--- src/rtl/owm_pkg.sv ---
package owm_pkg;

  typedef enum logic [1:0] {
    K_RESET = 2'd0,
    K_WR0   = 2'd1,
    K_WR1   = 2'd2,
    K_DELAY = 2'd3
  } owm_kind_e;

  // slot timing in base periods
  localparam int RST_LOW_P  = 96;
  localparam int RST_TOT_P  = 192;
  localparam int RST_SAMP_P = 110;
  localparam int SLOT_TOT_P = 13;
  localparam int WR0_LOW_P  = 12;
  localparam int WR1_LOW_P  = 1;
  localparam int RD_SAMP_P  = 3;

  localparam logic [2:0] CMD_IDLE = 3'b111;

  function automatic owm_kind_e cmd_kind(input logic [2:0] c);
    case (c[1:0])
      2'b10:   cmd_kind = K_RESET;
      2'b00:   cmd_kind = K_WR0;
      2'b01:   cmd_kind = K_WR1;
      default: cmd_kind = K_DELAY;
    endcase
  endfunction

endpackage

--- src/rtl/owm_tick.sv ---
module owm_tick #(
  parameter int DIV_W = 16
) (
  input  logic             clk,
  input  logic             rst_n,
  input  logic             restart,
  input  logic             run,
  input  logic [DIV_W-1:0] div,
  output logic             tick
);

  logic [DIV_W-1:0] cnt_q, cnt_d;
  logic             cnt_en;

  assign tick = run && (cnt_q == div);

  always_comb begin
    cnt_en = restart || run;
    if (restart || tick) cnt_d = '0;
    else                 cnt_d = cnt_q + 1'b1;
  end

  always_ff @(posedge clk or negedge rst_n) begin
    if (!rst_n)      cnt_q <= '0;
    else if (cnt_en) cnt_q <= cnt_d;
  end

endmodule

--- src/rtl/owm_sync.sv ---
module owm_sync #(
  parameter int N_LINES = 4
) (
  input  logic               clk,
  input  logic               rst_n,
  input  logic [N_LINES-1:0] raw,
  output logic [N_LINES-1:0] synced
);

  genvar gi;
  generate
    for (gi = 0; gi < N_LINES; gi++) begin : g_line
      logic meta_q, sync_q;
      always_ff @(posedge clk or negedge rst_n) begin
        if (!rst_n) begin
          meta_q <= 1'b1;
          sync_q <= 1'b1;
        end else begin
          meta_q <= raw[gi];
          sync_q <= meta_q;
        end
      end
      assign synced[gi] = sync_q;
    end
  endgenerate

endmodule

--- src/rtl/owm_seq.sv ---
module owm_seq
  import owm_pkg::*;
#(
  parameter int DELAY_PERIODS = 200
) (
  input  logic      clk,
  input  logic      rst_n,
  input  logic      start,
  input  owm_kind_e kind_in,
  input  logic      abort,
  input  logic      tick,
  input  logic      line_bit,
  output logic      busy,
  output logic      low,
  output logic      done,
  output logic      sample
);

  localparam int MAX_P = (DELAY_PERIODS > RST_TOT_P) ? DELAY_PERIODS : RST_TOT_P;
  localparam int PW    = $clog2(MAX_P + 1);

  logic            busy_q, busy_d;
  owm_kind_e       kind_q, kind_d;
  logic [PW-1:0]   pcnt_q, pcnt_d;
  logic            samp_q, samp_d;
  logic [PW-1:0]   low_len, tot_m1, samp_m1;
  logic            has_samp;

  always_comb begin
    case (kind_q)
      K_RESET: begin
        low_len = PW'(RST_LOW_P);  tot_m1 = PW'(RST_TOT_P - 1);
        samp_m1 = PW'(RST_SAMP_P - 1); has_samp = 1'b1;
      end
      K_WR0: begin
        low_len = PW'(WR0_LOW_P);  tot_m1 = PW'(SLOT_TOT_P - 1);
        samp_m1 = PW'(RD_SAMP_P - 1);  has_samp = 1'b1;
      end
      K_WR1: begin
        low_len = PW'(WR1_LOW_P);  tot_m1 = PW'(SLOT_TOT_P - 1);
        samp_m1 = PW'(RD_SAMP_P - 1);  has_samp = 1'b1;
      end
      default: begin
        low_len = '0;              tot_m1 = PW'(DELAY_PERIODS - 1);
        samp_m1 = '0;              has_samp = 1'b0;
      end
    endcase
  end

  always_comb begin
    busy_d = busy_q;
    kind_d = kind_q;
    pcnt_d = pcnt_q;
    samp_d = samp_q;
    done   = 1'b0;
    if (abort) begin
      busy_d = 1'b0;
      done   = 1'b1;
    end else if (start) begin
      busy_d = 1'b1;
      kind_d = kind_in;
      pcnt_d = '0;
    end else if (busy_q && tick) begin
      if (has_samp && (pcnt_q == samp_m1)) samp_d = line_bit;
      if (pcnt_q == tot_m1) begin
        busy_d = 1'b0;
        done   = 1'b1;
      end else begin
        pcnt_d = pcnt_q + 1'b1;
      end
    end
  end

  always_ff @(posedge clk or negedge rst_n) begin
    if (!rst_n) begin
      busy_q <= 1'b0;
      kind_q <= K_WR1;
      pcnt_q <= '0;
      samp_q <= 1'b0;
    end else begin
      busy_q <= busy_d;
      kind_q <= kind_d;
      pcnt_q <= pcnt_d;
      samp_q <= samp_d;
    end
  end

  assign busy   = busy_q;
  assign low    = busy_q && (pcnt_q < low_len);
  assign sample = samp_q;

endmodule

--- src/rtl/owm_ctrl.sv ---
module owm_ctrl
  import owm_pkg::*;
#(
  parameter int          N_LINES       = 4,
  parameter int          DELAY_PERIODS = 200,
  parameter logic [15:0] DIV_N_RST     = 16'd29,
  parameter logic [15:0] DIV_O_RST     = 16'd5
) (
  input  logic               clk,
  input  logic               rst_n,
  input  logic               bus_rd,
  input  logic               bus_wr,
  input  logic               bus_addr,
  input  logic [31:0]        bus_wdata,
  output logic [31:0]        bus_rdata,
  output logic               irq,
  output logic [N_LINES-1:0] line_pd,
  output logic [N_LINES-1:0] line_pwr,
  input  logic [N_LINES-1:0] line_in
);

  localparam int DIV_W  = 16;
  localparam int MASK_LO = 16;

  // control field positions
  localparam int B_START = 3;
  localparam int B_PWR   = 4;
  localparam int B_IEN   = 12;

  logic               wr_ctl, wr_div, rd_ctl;
  logic               is_idle, acc_idle, acc_run, acc_any;
  logic [3:0]         sel_q;
  logic               ovd_q, pwr_en_q, ien_q, irq_q, irq_d;
  logic [N_LINES-1:0] mask_q;
  logic [DIV_W-1:0]   div_n_q, div_o_q, div_sel;
  logic               seq_busy, seq_low, seq_done, seq_sample, tick;
  logic [N_LINES-1:0] line_s, hit;
  logic               sel_bit, ien_now;
  logic               unused_wdata;

  assign unused_wdata = ^bus_wdata;

  // bus decode
  assign wr_ctl   = bus_wr && (bus_addr == 1'b0) && bus_wdata[B_START];
  assign wr_div   = bus_wr && (bus_addr == 1'b1);
  assign rd_ctl   = bus_rd && (bus_addr == 1'b0);
  assign is_idle  = (bus_wdata[2:0] == CMD_IDLE);
  assign acc_idle = wr_ctl && is_idle;
  assign acc_run  = wr_ctl && !is_idle && !seq_busy;
  assign acc_any  = acc_idle || acc_run;

  always_ff @(posedge clk or negedge rst_n) begin
    if (!rst_n) begin
      sel_q    <= '0;
      ovd_q    <= 1'b0;
      pwr_en_q <= 1'b0;
      ien_q    <= 1'b0;
      mask_q   <= '0;
    end else if (acc_any) begin
      sel_q    <= bus_wdata[11:8];
      ovd_q    <= bus_wdata[2];
      pwr_en_q <= bus_wdata[B_PWR];
      ien_q    <= bus_wdata[B_IEN];
      mask_q   <= bus_wdata[MASK_LO +: N_LINES];
    end
  end

  always_ff @(posedge clk or negedge rst_n) begin
    if (!rst_n) begin
      div_n_q <= DIV_N_RST;
      div_o_q <= DIV_O_RST;
    end else if (wr_div) begin
      div_n_q <= bus_wdata[15:0];
      div_o_q <= bus_wdata[31:16];
    end
  end

  // interrupt: completion sets, status read clears, set wins
  assign ien_now = acc_any ? bus_wdata[B_IEN] : ien_q;

  always_comb begin
    irq_d = irq_q;
    if (rd_ctl)              irq_d = 1'b0;
    if (seq_done && ien_now) irq_d = 1'b1;
  end

  always_ff @(posedge clk or negedge rst_n) begin
    if (!rst_n) irq_q <= 1'b0;
    else        irq_q <= irq_d;
  end

  assign irq = irq_q;

  // time base
  assign div_sel = ovd_q ? div_o_q : div_n_q;

  owm_tick #(.DIV_W(DIV_W)) u_tick (
    .clk     (clk),
    .rst_n   (rst_n),
    .restart (acc_run),
    .run     (seq_busy),
    .div     (div_sel),
    .tick    (tick)
  );

  owm_sync #(.N_LINES(N_LINES)) u_sync (
    .clk    (clk),
    .rst_n  (rst_n),
    .raw    (line_in),
    .synced (line_s)
  );

  // per-line drive
  genvar gi;
  generate
    for (gi = 0; gi < N_LINES; gi++) begin : g_drv
      assign hit[gi]      = (sel_q == 4'(gi));
      assign line_pd[gi]  = seq_low && hit[gi];
      assign line_pwr[gi] = pwr_en_q && mask_q[gi] && !line_pd[gi];
    end
  endgenerate

  assign sel_bit = (|(hit & line_s)) || !(|hit);

  owm_seq #(.DELAY_PERIODS(DELAY_PERIODS)) u_seq (
    .clk      (clk),
    .rst_n    (rst_n),
    .start    (acc_run),
    .kind_in  (cmd_kind(bus_wdata[2:0])),
    .abort    (acc_idle),
    .tick     (tick),
    .line_bit (sel_bit),
    .busy     (seq_busy),
    .low      (seq_low),
    .done     (seq_done),
    .sample   (seq_sample)
  );

  // read mux
  always_comb begin
    if (bus_addr == 1'b1) begin
      bus_rdata = {div_o_q, div_n_q};
    end else begin
      bus_rdata         = '0;
      bus_rdata[0]      = seq_sample;
      bus_rdata[3]      = seq_busy;
      bus_rdata[4]      = pwr_en_q;
      bus_rdata[11:8]   = sel_q;
      bus_rdata[B_IEN]  = ien_q;
      bus_rdata[13]     = irq_q;
    end
  end

endmodule

--- config.mk ---
export PLATFORM = sky130hd
export DESIGN_NAME = owm_ctrl
export DESIGN_NICKNAME = d
export VERILOG_FILES = /design/src/rtl/owm_pkg.sv /design/src/rtl/owm_tick.sv /design/src/rtl/owm_sync.sv /design/src/rtl/owm_seq.sv /design/src/rtl/owm_ctrl.sv
export SDC_FILE = /design/constraint.sdc
export NUM_CORES = 1
export LEC_CHECK = 0
export ABC_AREA = 1
export CORE_MARGIN = 2
export CORE_UTILIZATION = 55
export CTS_BUF_LIST = sky130_fd_sc_hd__clkbuf_8
export DETAILED_ROUTE_END_ITERATION = 12
export HOLD_SLACK_MARGIN = 0.12
export PLACE_DENSITY = 0.9
export SYNTH_ARGS = -nofsm -noshare
export SYNTH_HDL_FRONTEND = slang
export SYNTH_SLANG_ARGS = --single-unit
--- constraint.sdc ---
create_clock -name clk -period 2.29 [get_ports clk]
set_input_delay 0.229 -clock clk [delete_from_list [all_inputs] [get_ports clk]]
set_output_delay 0.229 -clock clk [all_outputs]
set_load 0.1 [all_outputs]
==> flow_summary.json <==
{
  "worstPathRequired_ps": 2060,
  "pwr-share-clk_pct": 14.4,
  "layout.nets": 790,
  "switchingPower_w": 0.003392,
  "synth_nets": 702,
  "ios": 82,
  "gr-usage-all-layers_pct": 28.69,
  "slew_violations": 0,
  "gp_congestion": 0.9391,
  "period_needed_ps": 2654,
  "violations": "negative setup slack",
  "ant_nets": 0,
  "rsz0062_at_grt": "yes",
  "ys_ff_latch": 80,
  "dr.pass1.iters": 6,
  "synth_top_cell_area_share_pct": 33.97,
  "fin_cells": 849,
  "routed_wl_um": 13240,
  "placed_area_um2": 6259,
  "drv_cap": 0,
  "synthToLayoutAreaGrowth_pct": 35.75,
  "place_hpwl_um": 9893,
  "hold_start": "line_in[3]",
  "antenna_cells": 0,
  "drtIter0Drc": 342,
  "ys_types": 34,
  "reg2reg_slack_ps": 160,
  "p_int_w": 0.003490,
  "rr_worst_depth": 12,
  "status": "finished, violations left",
  "cts_tree": "built",
  "cp-end-kind": "output port",
  "syn_inst": 648,
  "hp-class": "in2reg",
  "coreArea_um2": 8593,
  "grt_max_degree": 48,
  "synth_top_cell_by_area": "dfrtp_1",
  "setup_tns_ps": -2727,
  "setup_slack_ps": -363.7,
  "cts.htree.levels": 3,
  "vias_per_cell": 5.527,
  "whs_endpoint": "u_sync.g_line[3].meta_q",
  "synth-seq-area-share_pct": 42.20,
  "whs_path_depth": 1,
  "syn_area_um2": 4788,
  "die_h_um": 97.31,
  "p_per_area_nw_per_um2": 1059,
  "rows": 34,
  "die-area_um2": 9468,
  "insertion_delay_ps": 370,
  "numPortBuffers": 81,
  "ys.flop_type": "dfrtp_1",
  "netSwitchingFraction_pct": 49.29,
  "cts_made_buffers": 9,
  "final-hold-violation-count": 0,
  "combPwrFrac_pct": 54.8,
  "relSlewSlack_pct": 60.05,
  "regToRegStartpoint": "u_seq.kind_q[0]",
  "clock.fmax_ghz": 0.3768,
  "power_w": 0.006882,
  "async_flop_share_pct": 100.0,
  "seq_power_share_pct": 30.8,
  "synth_warnings": 0,
  "antenna_found_initial": 0,
  "post-route-drc-count": 0,
  "synthTopCellsByArea": "dfrtp_1, nand2_1, dfstp_2",
  "die_w_um": 97.31,
  "clk_pin_slew_ps": 90,
  "cts_sinks": 80,
  "grt_pass1_wl_um": 22020,
  "synth_edf_count": 0,
  "ir_drop_uv": 648.0,
  "cp-start-kind": "register",
  "dpl.cell_count": 830,
  "worstPathMaxFanout": 5,
  "grt_overflow": 0,
  "avgRoutedWirePerCell_um": 15.59,
  "grt_pass1_vias": 4734,
  "final_util_pct": 75.64,
  "post-route-period-util_pct": 115.9,
  "drive_above_1_share_pct": 19.16,
  "r2r_end": "u_seq.pcnt_q[1]",
  "cts_max_path_buffers": 2,
  "setup_violations": 8,
  "tightest_slew_ps": 599.3,
  "syn_avg_cell_area_um2": 7.389,
  "initial_core_util_pct": 55.72,
  "final_cell_area_um2": 6500,
  "root_buffer": "clkbuf_8",
  "critPathArrivalTime_ps": 2420,
  "skew_ps": 13.34,
  "worstSetupPathType": "reg2out",
  "crit_start": "u_seq.kind_q[1]",
  "vias": 4692,
  "p_leak_nw": 3.200
}
logic make-up (layout without fill, tap and decap cells):
group | after synthesis | after routing | share of synthesized area, %
DFF | 80 | 80 | 42.20
adders and majority gates | 13 | 13 | 3.397
and+or+nand+nor | 340 | 340 | 30.28
xor gates and xnor gates | 11 | 11 | 2.012
buffers and inverters | 119 | 212 | 10.56
muxes | 16 | 16 | 3.763
AOI/OAI and AO/OA | 69 | 69 | 7.787
through the flow:
step,worst slack (ps),hold slack (ps)
after detailed placement,-141.3,280.4
after global placement,15.22,273.5
after global routing,-443.1,258.7
after floorplan,-620.7,-66.59
after CTS,-411.8,243.8
final,-363.7,252.9
layer usage:
layer  wire length (µm)  track usage [%]  vias to the layer above
met5                  0                0                        -
li1                   -                -                     2212
met2               6719            48.34                      218
met3                844            4.964                       52
met4                524            15.06                        0
met1               5151            35.37                     2210
worst max path at each step:
stage	end	slack (ps)	depth (start not counted)
floorplan	bus_rdata[10]	-620	3
global placement	line_pd[0]	20	11
detailed placement	u_seq.pcnt_q[2]	-140	12
CTS	line_pwr[2]	-410	11
global route	line_pwr[1]	-440	11
finish	line_pwr[2]	-360	11
area by class of cell:
type,instances,area (µm²)
inverters,101,406.6
clock buffers,9,123.9
multi-input cells,449,2404
fillers,553,2093
repair buffers,95,1355
clock inverters,7,55.05
flip-flops and latches,80,2021
well taps,108,135.1
power groups by stage:
stage | logic (W) | registers (W) | clock network [W]
6_report | 0.00377 | 0.00212 | 0.000990
4_1_cts | 0.00373 | 0.00210 | 0.000999
3_3_place_gp | 0.00347 | 0.00211 | 0
2_1_floorplan | 0.00263 | 0.00201 | 0
3_5_place_dp | 0.00363 | 0.00213 | 0
5_1_grt | 0.00405 | 0.00216 | 0.00106
cells in the final DEF, fill, tap and decap left out, types with 3 or more instances in the layout:
master and instances:
nor2_1 51, o21ai_0 30, ha_1 11, nand3_2 3, a21oi_2 3, nor2_2 4
buf_4 11, nor2_4 4, dfrtp_1 65, o21ai_1 4, dfstp_2 15, clkinvlp_4 7
mux2_2 16, clkbuf_8 9, nand2_2 5, xor2_1 10, nand3_1 46, clkdlybuf4s50_1 39
buf_12 43, a21oi_1 20, nand4_1 14, nor3_1 10, inv_1 92, nand2_1 198
o21bai_4 4
registers in the layout, indices dropped and copies added, names as in the netlist, 4 cells and up:
name                  cells
div_o_q                  16
mask_q                    4
u_sync.g_line.sync_q      4
u_seq.pcnt_q              8
div_n_q                  16
u_sync.g_line.meta_q      4
sel_q                     4
u_tick.cnt_q             16
critical path, stage by stage, from the launching register on:
cell and delay [ps]:
dfstp_2 540, inv_2 60, ha_4 160, inv_4 60, ha_4 200, a21oi_2 130
nand3_1 100, a21oi_2 180, o21ai_4 140, o21bai_4 190, clkinvlp_4 130, buf_12 170
cell usage after synthesis, drive strengths merged (8+ instances only):
cell    instances
mux2           16
clkbuf         10
o21ai          37
nor2           59
xor2           10
nand2         205
dfstp          15
dfrtp          65
nand3          50
a21oi          23
buf             8
nor3           11
ha             13
inv           100
nand4          14
timing repair:
action                                  in CTS  in global routing
pin swaps                                    8                  2
gates resized for setup                      4                  4
buffers inserted                             2                  0
endpoints found under the hold margin       45                  0
hold buffers                                 1                  0
endpoints found under the setup margin      16                 16
Note: power is estimated with default switching activity, not from simulation.
